**src/rtl/espi_shift_pkg.sv**
```systemverilog
package espi_shift_pkg;

  localparam int LANES  = 4;
  localparam int BYTE_W = 8;

  typedef enum logic [1:0] {
    W_ONE  = 2'd0,
    W_TWO  = 2'd1,
    W_FOUR = 2'd2
  } lane_mode_t;

  typedef enum logic [1:0] {
    PH_CMD = 2'd0,
    PH_TAR = 2'd1,
    PH_RSP = 2'd2
  } phase_t;

  typedef enum logic [1:0] {
    FK_HDR  = 2'd0,
    FK_DATA = 2'd1,
    FK_STAT = 2'd2
  } field_kind_t;

  function automatic lane_mode_t decode_mode(input logic [1:0] code);
    case (code)
      2'd1:    return W_TWO;
      2'd2:    return W_FOUR;
      default: return W_ONE;
    endcase
  endfunction

  function automatic logic [LANES-1:0] oe_mask(input lane_mode_t m);
    case (m)
      W_TWO:   return 4'b0011;
      W_FOUR:  return 4'b1111;
      default: return 4'b0010;
    endcase
  endfunction

  function automatic logic [3:0] bits_per_clk(input lane_mode_t m);
    case (m)
      W_TWO:   return 4'd2;
      W_FOUR:  return 4'd4;
      default: return 4'd1;
    endcase
  endfunction

endpackage

```
**src/rtl/espi_phase_ctl.sv**
```systemverilog
module espi_phase_ctl
  import espi_shift_pkg::*;
#(
  parameter int TAR_CYCLES = 2
) (
  input  logic                   clk,
  input  logic                   rst,
  input  logic                   cs_n,
  input  logic                   rsp_start,
  input  logic [1:0]             cfg_width,
  output lane_mode_t             mode_q,
  output phase_t                 phase_q,
  output logic                   ser_run,
  output logic [LANES-1:0]       oe_q
);

  localparam int TW = (TAR_CYCLES > 1) ? $clog2(TAR_CYCLES) : 1;

  logic [TW-1:0] tar_q;
  logic          tar_last;

  assign tar_last = (tar_q == TW'(TAR_CYCLES - 1));

  always_ff @(posedge clk) begin
    if (rst) begin
      mode_q  <= W_ONE;
      phase_q <= PH_CMD;
      tar_q   <= '0;
      oe_q    <= '0;
    end else if (cs_n) begin
      mode_q  <= decode_mode(cfg_width);
      phase_q <= PH_CMD;
      tar_q   <= '0;
      oe_q    <= '0;
    end else begin
      case (phase_q)
        PH_CMD: begin
          if (rsp_start) begin
            phase_q <= PH_TAR;
            tar_q   <= '0;
          end
        end
        PH_TAR: begin
          if (tar_last) begin
            phase_q <= PH_RSP;
            oe_q    <= oe_mask(mode_q);
          end else begin
            tar_q <= tar_q + 1'b1;
          end
        end
        default: ;
      endcase
    end
  end

  // The serializer loads its first byte on the edge that leaves turnaround.
  assign ser_run = !cs_n && ((phase_q == PH_TAR && tar_last) || phase_q == PH_RSP);

endmodule

```
**src/rtl/espi_rx_deser.sv**
```systemverilog
module espi_rx_deser
  import espi_shift_pkg::*;
(
  input  logic               clk,
  input  logic               rst,
  input  logic               cs_n,
  input  phase_t             phase,
  input  lane_mode_t         mode,
  input  logic [LANES-1:0]   pins,
  output logic [BYTE_W-1:0]  byte_q,
  output logic               valid_q
);

  logic [BYTE_W-1:0] sh_q, sh_nx;
  logic [3:0]        cnt_q, cnt_nx;

  always_comb begin
    case (mode)
      W_TWO:   sh_nx = {sh_q[BYTE_W-3:0], pins[1:0]};
      W_FOUR:  sh_nx = {sh_q[BYTE_W-5:0], pins[3:0]};
      default: sh_nx = {sh_q[BYTE_W-2:0], pins[0]};
    endcase
    cnt_nx = cnt_q + bits_per_clk(mode);
  end

  always_ff @(posedge clk) begin
    if (rst) begin
      sh_q    <= '0;
      cnt_q   <= '0;
      valid_q <= 1'b0;
      byte_q  <= '0;
    end else if (cs_n || phase != PH_CMD) begin
      sh_q    <= '0;
      cnt_q   <= '0;
      valid_q <= 1'b0;
    end else begin
      sh_q    <= sh_nx;
      valid_q <= 1'b0;
      if (cnt_nx == 4'(BYTE_W)) begin
        byte_q  <= sh_nx;
        valid_q <= 1'b1;
        cnt_q   <= '0;
      end else begin
        cnt_q <= cnt_nx;
      end
    end
  end

endmodule

```
**src/rtl/espi_tx_order.sv**
```systemverilog
module espi_tx_order
  import espi_shift_pkg::*;
#(
  parameter int FIELD_BYTES = 4
) (
  input  logic                              clk,
  input  logic                              rst,
  input  logic                              cs_n,
  input  logic [BYTE_W*FIELD_BYTES-1:0]     word,
  input  logic [$clog2(FIELD_BYTES)-1:0]    nbm1,
  input  logic [1:0]                        kind,
  input  logic                              valid,
  output logic                              ready,
  input  logic                              take,
  output logic [BYTE_W-1:0]                 cur,
  output logic                              avail
);

  localparam int IW = $clog2(FIELD_BYTES);

  logic [BYTE_W*FIELD_BYTES-1:0] word_q;
  logic [IW-1:0]                 idx_q;
  logic [IW:0]                   rem_q;
  logic                          msb_first_q;

  assign ready = !cs_n && (rem_q == '0);
  assign avail = (rem_q != '0);
  assign cur   = word_q[{idx_q, 3'b000} +: BYTE_W];

  always_ff @(posedge clk) begin
    if (rst || cs_n) begin
      word_q      <= '0;
      idx_q       <= '0;
      rem_q       <= '0;
      msb_first_q <= 1'b0;
    end else if (valid && ready) begin
      word_q      <= word;
      rem_q       <= {1'b0, nbm1} + 1'b1;
      msb_first_q <= (kind == FK_HDR);
      idx_q       <= (kind == FK_HDR) ? nbm1 : '0;
    end else if (take) begin
      rem_q <= rem_q - 1'b1;
      idx_q <= msb_first_q ? idx_q - 1'b1 : idx_q + 1'b1;
    end
  end

endmodule

```
**src/rtl/espi_tx_ser.sv**
```systemverilog
module espi_tx_ser
  import espi_shift_pkg::*;
(
  input  logic               clk,
  input  logic               rst,
  input  logic               run,
  input  lane_mode_t         mode,
  input  logic [BYTE_W-1:0]  byte_in,
  input  logic               avail,
  output logic               take,
  output logic [LANES-1:0]   out_q
);

  logic [BYTE_W-1:0] sh_q, src;
  logic [3:0]        cnt_q, step;
  logic [LANES-1:0]  slice;

  assign step = bits_per_clk(mode);
  assign take = run && (cnt_q == '0) && avail;
  assign src  = (cnt_q == '0) ? byte_in : sh_q;

  always_comb begin
    case (mode)
      W_TWO:   slice = {2'b00, src[7:6]};
      W_FOUR:  slice = src[7:4];
      default: slice = {2'b00, src[7], 1'b0};
    endcase
  end

  always_ff @(posedge clk) begin
    if (rst || !run) begin
      sh_q  <= '0;
      cnt_q <= '0;
      out_q <= '0;
    end else if (cnt_q == '0 && !avail) begin
      out_q <= '1;
    end else begin
      out_q <= slice;
      sh_q  <= src << step;
      cnt_q <= ((cnt_q == '0) ? 4'(BYTE_W) : cnt_q) - step;
    end
  end

endmodule

```
**src/rtl/espi_lane_shifter.sv**
```systemverilog
module espi_lane_shifter
  import espi_shift_pkg::*;
#(
  parameter int FIELD_BYTES = 4,
  parameter int TAR_CYCLES  = 2
) (
  input  logic                           clk,
  input  logic                           rst,
  input  logic                           cs_n,
  input  logic [1:0]                     cfg_width,
  input  logic                           rsp_start,
  input  logic [3:0]                     pin_in,
  output logic [3:0]                     pin_out,
  output logic [3:0]                     pin_oe,
  output logic [7:0]                     rx_byte,
  output logic                           rx_valid,
  input  logic [8*FIELD_BYTES-1:0]       tx_word,
  input  logic [$clog2(FIELD_BYTES)-1:0] tx_nbm1,
  input  logic [1:0]                     tx_kind,
  input  logic                           tx_valid,
  output logic                           tx_ready
);

  lane_mode_t        mode_w;
  phase_t            phase_w;
  logic              run_w;
  logic              take_w;
  logic              avail_w;
  logic [BYTE_W-1:0] cur_w;

  espi_phase_ctl #(.TAR_CYCLES(TAR_CYCLES)) u_phase (
    .clk       (clk),
    .rst       (rst),
    .cs_n      (cs_n),
    .rsp_start (rsp_start),
    .cfg_width (cfg_width),
    .mode_q    (mode_w),
    .phase_q   (phase_w),
    .ser_run   (run_w),
    .oe_q      (pin_oe)
  );

  espi_rx_deser u_rx (
    .clk     (clk),
    .rst     (rst),
    .cs_n    (cs_n),
    .phase   (phase_w),
    .mode    (mode_w),
    .pins    (pin_in),
    .byte_q  (rx_byte),
    .valid_q (rx_valid)
  );

  espi_tx_order #(.FIELD_BYTES(FIELD_BYTES)) u_order (
    .clk   (clk),
    .rst   (rst),
    .cs_n  (cs_n),
    .word  (tx_word),
    .nbm1  (tx_nbm1),
    .kind  (tx_kind),
    .valid (tx_valid),
    .ready (tx_ready),
    .take  (take_w),
    .cur   (cur_w),
    .avail (avail_w)
  );

  espi_tx_ser u_ser (
    .clk     (clk),
    .rst     (rst),
    .run     (run_w),
    .mode    (mode_w),
    .byte_in (cur_w),
    .avail   (avail_w),
    .take    (take_w),
    .out_q   (pin_out)
  );

endmodule

```
**config.mk**
```make
export PLATFORM = sky130hd
export DESIGN_NAME = espi_lane_shifter
export DESIGN_NICKNAME = d
export VERILOG_FILES = /design/src/rtl/espi_shift_pkg.sv /design/src/rtl/espi_phase_ctl.sv /design/src/rtl/espi_rx_deser.sv /design/src/rtl/espi_tx_order.sv /design/src/rtl/espi_tx_ser.sv /design/src/rtl/espi_lane_shifter.sv
export SDC_FILE = /design/constraint.sdc
export NUM_CORES = 1
export LEC_CHECK = 0
export ABC_AREA = 1
export BUFFER_PORTS_ARGS = -buffer_cell sky130_fd_sc_hd__buf_2
export CORE_MARGIN = 3
export CORE_UTILIZATION = 30
export CTS_CLUSTER_SIZE = 16
export DETAILED_ROUTE_END_ITERATION = 16
export SLEW_MARGIN = 20
export SYNTH_ARGS = -nofsm -noshare
export SYNTH_HDL_FRONTEND = slang
export SYNTH_SLANG_ARGS = --single-unit
```
**constraint.sdc**
```tcl
create_clock -name clk -period 2.39 [get_ports clk]
set_input_delay 0 -clock clk [delete_from_list [all_inputs] [get_ports clk]]
set_output_delay 0 -clock clk [all_outputs]
set_load 0.02 [all_outputs]
```
== Word-level counts from Yosys, hierarchy flattened ==
Cells that the tools add are included.
Cells by class
  reductions and logical operators: 29
  bitwise gates (word level): 1
  multiplexer cells: 21
  add/subtract/negate cells: 7
  shift-type cells: 2
  equal/unequal tests: 9
Operator list (count)
  $shiftx 32x6->8: 1
  $pmux 4 s2: 2
  $pmux 8 s2: 1
  $mux 2: 6
  $mux 4: 2
  $mux 8: 1
  $pmux 2 s2: 2
  $shl 8x3->8: 1
  $logic_and 1x1->1: 7
  $eq 2x1->1 const B: 3
  $eq 2x2->1 const B: 3
  $mux 3: 2
  $pmux 3 s2: 1
  $reduce_and 2->1: 3
  $reduce_bool 2->1: 3
  $add 4x3->4: 1
  $eq 4x4->1 const B: 1
  $logic_not 2->1: 2
  $logic_not 4->1: 1
  $logic_or 1x1->1: 4
  $reduce_or 2->1: 2
  $sub 4x3->4: 1
  $add 2x1->3 const B: 1
  $logic_not 1->1: 3
  13 further kinds: 15
Word-level totals
  output and inout bits: 18
  input port bits: 47
  word-level logic and storage cells: 84
  flip-flop bits (word level): 83

== Longest topological paths before layout ==
  depth after elaboration: 8
  mapped depth: 13
  gate-level depth less buffers: 11

== By module ==
Synthesis repeated with hierarchy kept, for this count alone.
Second synthesis, totals
  cells, all modules: 589
  area, all modules: 4272.8 µm²
Modules (own cells, without submodules)
  espi_tx_order: cells each 252, area an instance 1770.4 µm², seq. area each 760.7 µm², times used 1
  espi_tx_ser: cells each 158, area an instance 1123.6 µm², seq. area each 320.3 µm², times used 1
  espi_rx_deser: cells each 134, area an instance 1029.7 µm², seq. area each 400.4 µm², times used 1
  espi_phase_ctl: cells each 45, area an instance 349.1 µm², seq. area each 160.2 µm², times used 1

== Worst setup path before layout ==
Ideal clock, no wire load.
  path type: register -> register
  start: register u_phase.mode_q[0]
  end: register u_rx.byte_q[7]
  data required time: 2.273 ns
  arrival time: 1.965 ns
  slack: 0.308 ns
  setup time: 0.117 ns
  buffers on the path: 0
  cell stages (with the launch flop): 11
  period minus slack after synthesis: 2.082 ns
  path through: dfxtp_1 > inv_1 > ha_1 > ha_1 > ha_1 > or2_1 > xor2_2 > nor2_4 > nand3_4 > nand2_1 > a21oi_1
On the way
  longest elaborated chain between the ends: 5
  elaborated cells on any way between the ends: 7
  those cells by class: add/sub: 1; eq/ne: 3; mux: 2; reduce/logical: 1
RTL lines
  start: declaration: RTL line espi_phase_ctl.sv:11  | output lane_mode_t mode_q,
  start signal: assignment: RTL line espi_phase_ctl.sv:31  | mode_q <= decode_mode(cfg_width);
  $eq 2x2->1 / $eq 2x1->1 (equally long branches): RTL line espi_shift_pkg.sv:41, espi_rx_deser.sv:18
  $pmux 3 s2: RTL line espi_shift_pkg.sv:41  | case (m)
  $add 4x3->4: RTL line espi_rx_deser.sv:23  | cnt_nx = cnt_q + bits_per_clk(mode);
  $eq 4x4->1: RTL line espi_rx_deser.sv:39  | if (cnt_nx == 4'(BYTE_W)) begin
  $reduce_and 2->1 (no line)
  end signal: assignment: RTL line espi_rx_deser.sv:40  | byte_q <= sh_nx;
  end: declaration: RTL line espi_rx_deser.sv:10  | output logic [BYTE_W-1:0] byte_q,
Parallel ways exist; a longest one is shown, timed or not.
A chain may end at the register's enable or synchronous reset.

== Worst setup path in the final report ==
Ends and elaborated chain as after synthesis.

==> run summary <==
Outcome: finished, final reports clean
Finished Cell Area: 5190 µm²
Tot GR Track Use: 15.5%
Avg Cell Area, Syn: 7.12 µm²
Row Count: 41
Global route overflow: 0
Final non-filler cell total: 834
Hold WC Path Type: in2reg
Clock Skews: 0.00719 ns
CP max stage delay: 0.34 ns
Mapped Nets: 611
Fin Setup TNS: 0 ns
Nets: 715
Worst Hold Margin: 0.125 ns
Routed Antenna Nets: 0
CTS max path bufs: 2
Critical Path RT: 2.62 ns
Post-synthesis sequential area ratio: 41.7%
Filler cell count: 1324
Yosys reg bits: 82
Top FF cell, synth: dfxtp_1
Total CTS buffers: 9
VDD IR-drop max: 0.284 mV
FF+latch area: 1640 µm²
Max_slew headroom: 61.5%
Layout cells sized above 1: 15.7%
Synth area leader: dfxtp_1
Count leader, synth: nand2_1
EDFF count, synth: 0
Final setup fails: 0
Highest Clock Rate: 453 MHz
Critical path class: reg2reg
Final worst slack: 0.185 ns
Yosys top cell area share: 41.7%
Clk sinks: 82
Arr. time, crit path: 2.43 ns
Number of global-route vias before repair: 3887
Post-synth ARST share: 0%
CP Launch Type: flip-flop
CTS Root Cell: clkbuf_16
Post-Place Worst Slack: 0.145 ns
Crit-path cells: inv_1, ha_1, ha_1, ha_1, or2_1, xor2_2, nor2_4, nand3_4, nand2_1, a21oi_1
H-tree Lvls: 3
Area after DPL: 4430 µm²
Routed vias/inst: 4.72
CTS tree: yes
IO Count: 65
Commonest cells post-synth: 94 x nand2_1, 82 x dfxtp_1, 69 x inv_1
Final min period: 2.21 ns
Critical Path Slowest Stage Cell: dfxtp_2
PwrDens: 622 nW/µm²
DRC: 0
Die Wd: 121 µm
Period utilization: 92.3%
Initial antenna violation count: 0
Detailed router's first-iteration violation count: 192
Clock latency on the worst-skew pair: 0.34 ns
HPWL after DPL: 7.37 mm
Gate Count Post-Synth: 553
WP buf/inv: 1
Max Slew Vio Count: 0
Largest cells by area after synthesis: dfxtp_1 42%, nand2_1 9.0%, nand3_1 7.8%
Routed WL: 10.8 mm
Die footprint: 14500 µm²
First-pass iteration count of the detailed router: 4
Number of inserted diodes: 0
First-pass GRT wire length: 18.3 mm
Synth Cell Area: 3940 µm²
CORE AREA: 12700 µm²
Placer's final routability congestion estimate: 0.862
Largest net degree at the start of global routing: 51
Input/output buffers: 64
Via count: 3934
Slew of the pin with the lowest slew margin: 0.577 ns
Hold Vio Cnt, Final: 0
Most used cell, CP: ha_1
CP max FO: 8
WL/cell: 13.0 µm
Delay-heaviest family, CP: adder cells
CTS clk-pin slew, worst paths: 0.06 ns
Layout area overhead: 31.8%
Max Cap Viol: 0
Final Util: 40.8%
Syn. warnings: 0
Power, Total: 3.23 mW
Crit path capture type: flip-flop
Cell Count Post-Placement: 772
Leak Pwr: 2.24 nW
Initial Util: 31.0%
Unrepaired setup endpoints after global routing: no
Multi-input logic area: 1920 µm²
Netlist cell types: 37
Die H: 121 µm
worst paths after layout:
check	from	end	slack (ns)	cells past startpoint
worst max-delay path	u_phase.mode_q[0]	u_rx.byte_q[7]	0.18	10
worst min-delay path	pin_in[1]	u_rx.sh_q[1]	0.12	5
worst max register to register	u_phase.mode_q[0]	u_rx.byte_q[7]	0.18	10
worst min register to register	u_rx.byte_q[6]	u_rx.byte_q[6]	0.45	2
tightest hold or removal path: stages:
cell	delay, ns
buf_2	0.09
nand2_1	0.05
nor2_1	0.12
a21oi_1	0.09
nor2_1	0.09
cell families after synthesis:
| group | Yosys count | share of synthesized area, % |
|---|---|---|
| AOI/OAI and AO/OA | 119 | 16.3 |
| DFF | 82 | 41.7 |
| and+or+nand+nor | 236 | 26.6 |
| buffers and inverters | 97 | 9.82 |
| xor gates and xnor gates | 8 | 2.16 |
| adders and majority gates | 11 | 3.49 |
report_power, final:
group,internal (mW),switching [mW]
combinational,0.166,0.235
sequential,1.40,0.0150
clock,0.842,0.572
total,2.40,0.822
sequential cells by signal, indices dropped and copies added, names as in the netlist:
register             count
u_order.word_q          32
u_rx.byte_q              8
u_ser.sh_q               8
u_rx.sh_q                7
u_rx.cnt_q               4
u_ser.cnt_q              4
u_ser.out_q              4
u_order.rem_q            3
u_phase.oe_q             3
u_order.idx_q            2
u_phase.mode_q           2
u_phase.phase_q          2
u_order.msb_first_q      1
u_phase.tar_last         1
u_rx.valid_q             1
layer usage:
layer  vias up  part of all wire, %  GRT usage [%]
li1       2013                    -              -
met2        90                   47           25.4
met5         -                    0              0
met1      1812                   46           19.9
met4         0                  2.2           5.81
met3        19                  4.8           3.60
repair_timing:
action                                  CTS  global route
hold buffers                             45             0
endpoints found under the hold margin    44             0
endpoints found under the setup margin    0             9
resized for setup                         0             1
buffers inserted                          0             0
area by class of cell:
type                            count  area share (%)
Sequential cell                    82            31.7
Timing Repair Buffer              115            16.0
Clock inverter                      5            1.18
Multi-Input combinational cell    375            37.0
Inverter                           74            5.35
Clock buffer                       11            4.68
Tap cell                          172            4.15
layout by cell type (no fill, tap or decap), types with 2 or more instances in the layout:
master	netlist	final
ha_1	11	11
nand2_1	94	93
o21ai_0	42	42
or2_1	4	4
nor2_2	1	3
xor2_2	2	2
nor2_1	54	53
nand3_1	61	61
a31oi_1	2	2
buf_2	6	64
a22o_1	5	5
buf_4	2	5
clkinv_1	2	2
a21oi_1	57	57
o21ai_1	4	4
nand2_2	2	3
inv_2	3	3
or2_2	5	5
xnor2_1	3	3
o32ai_1	2	2
inv_1	69	69
nand4_1	11	11
a211oi_1	2	2
clkbuf_16	0	9
clkinvlp_4	0	3
dlygate4sd3_1	0	45
dfxtp_1	82	81
xor2_1	3	3
Power figures use the tool's default switching activity.
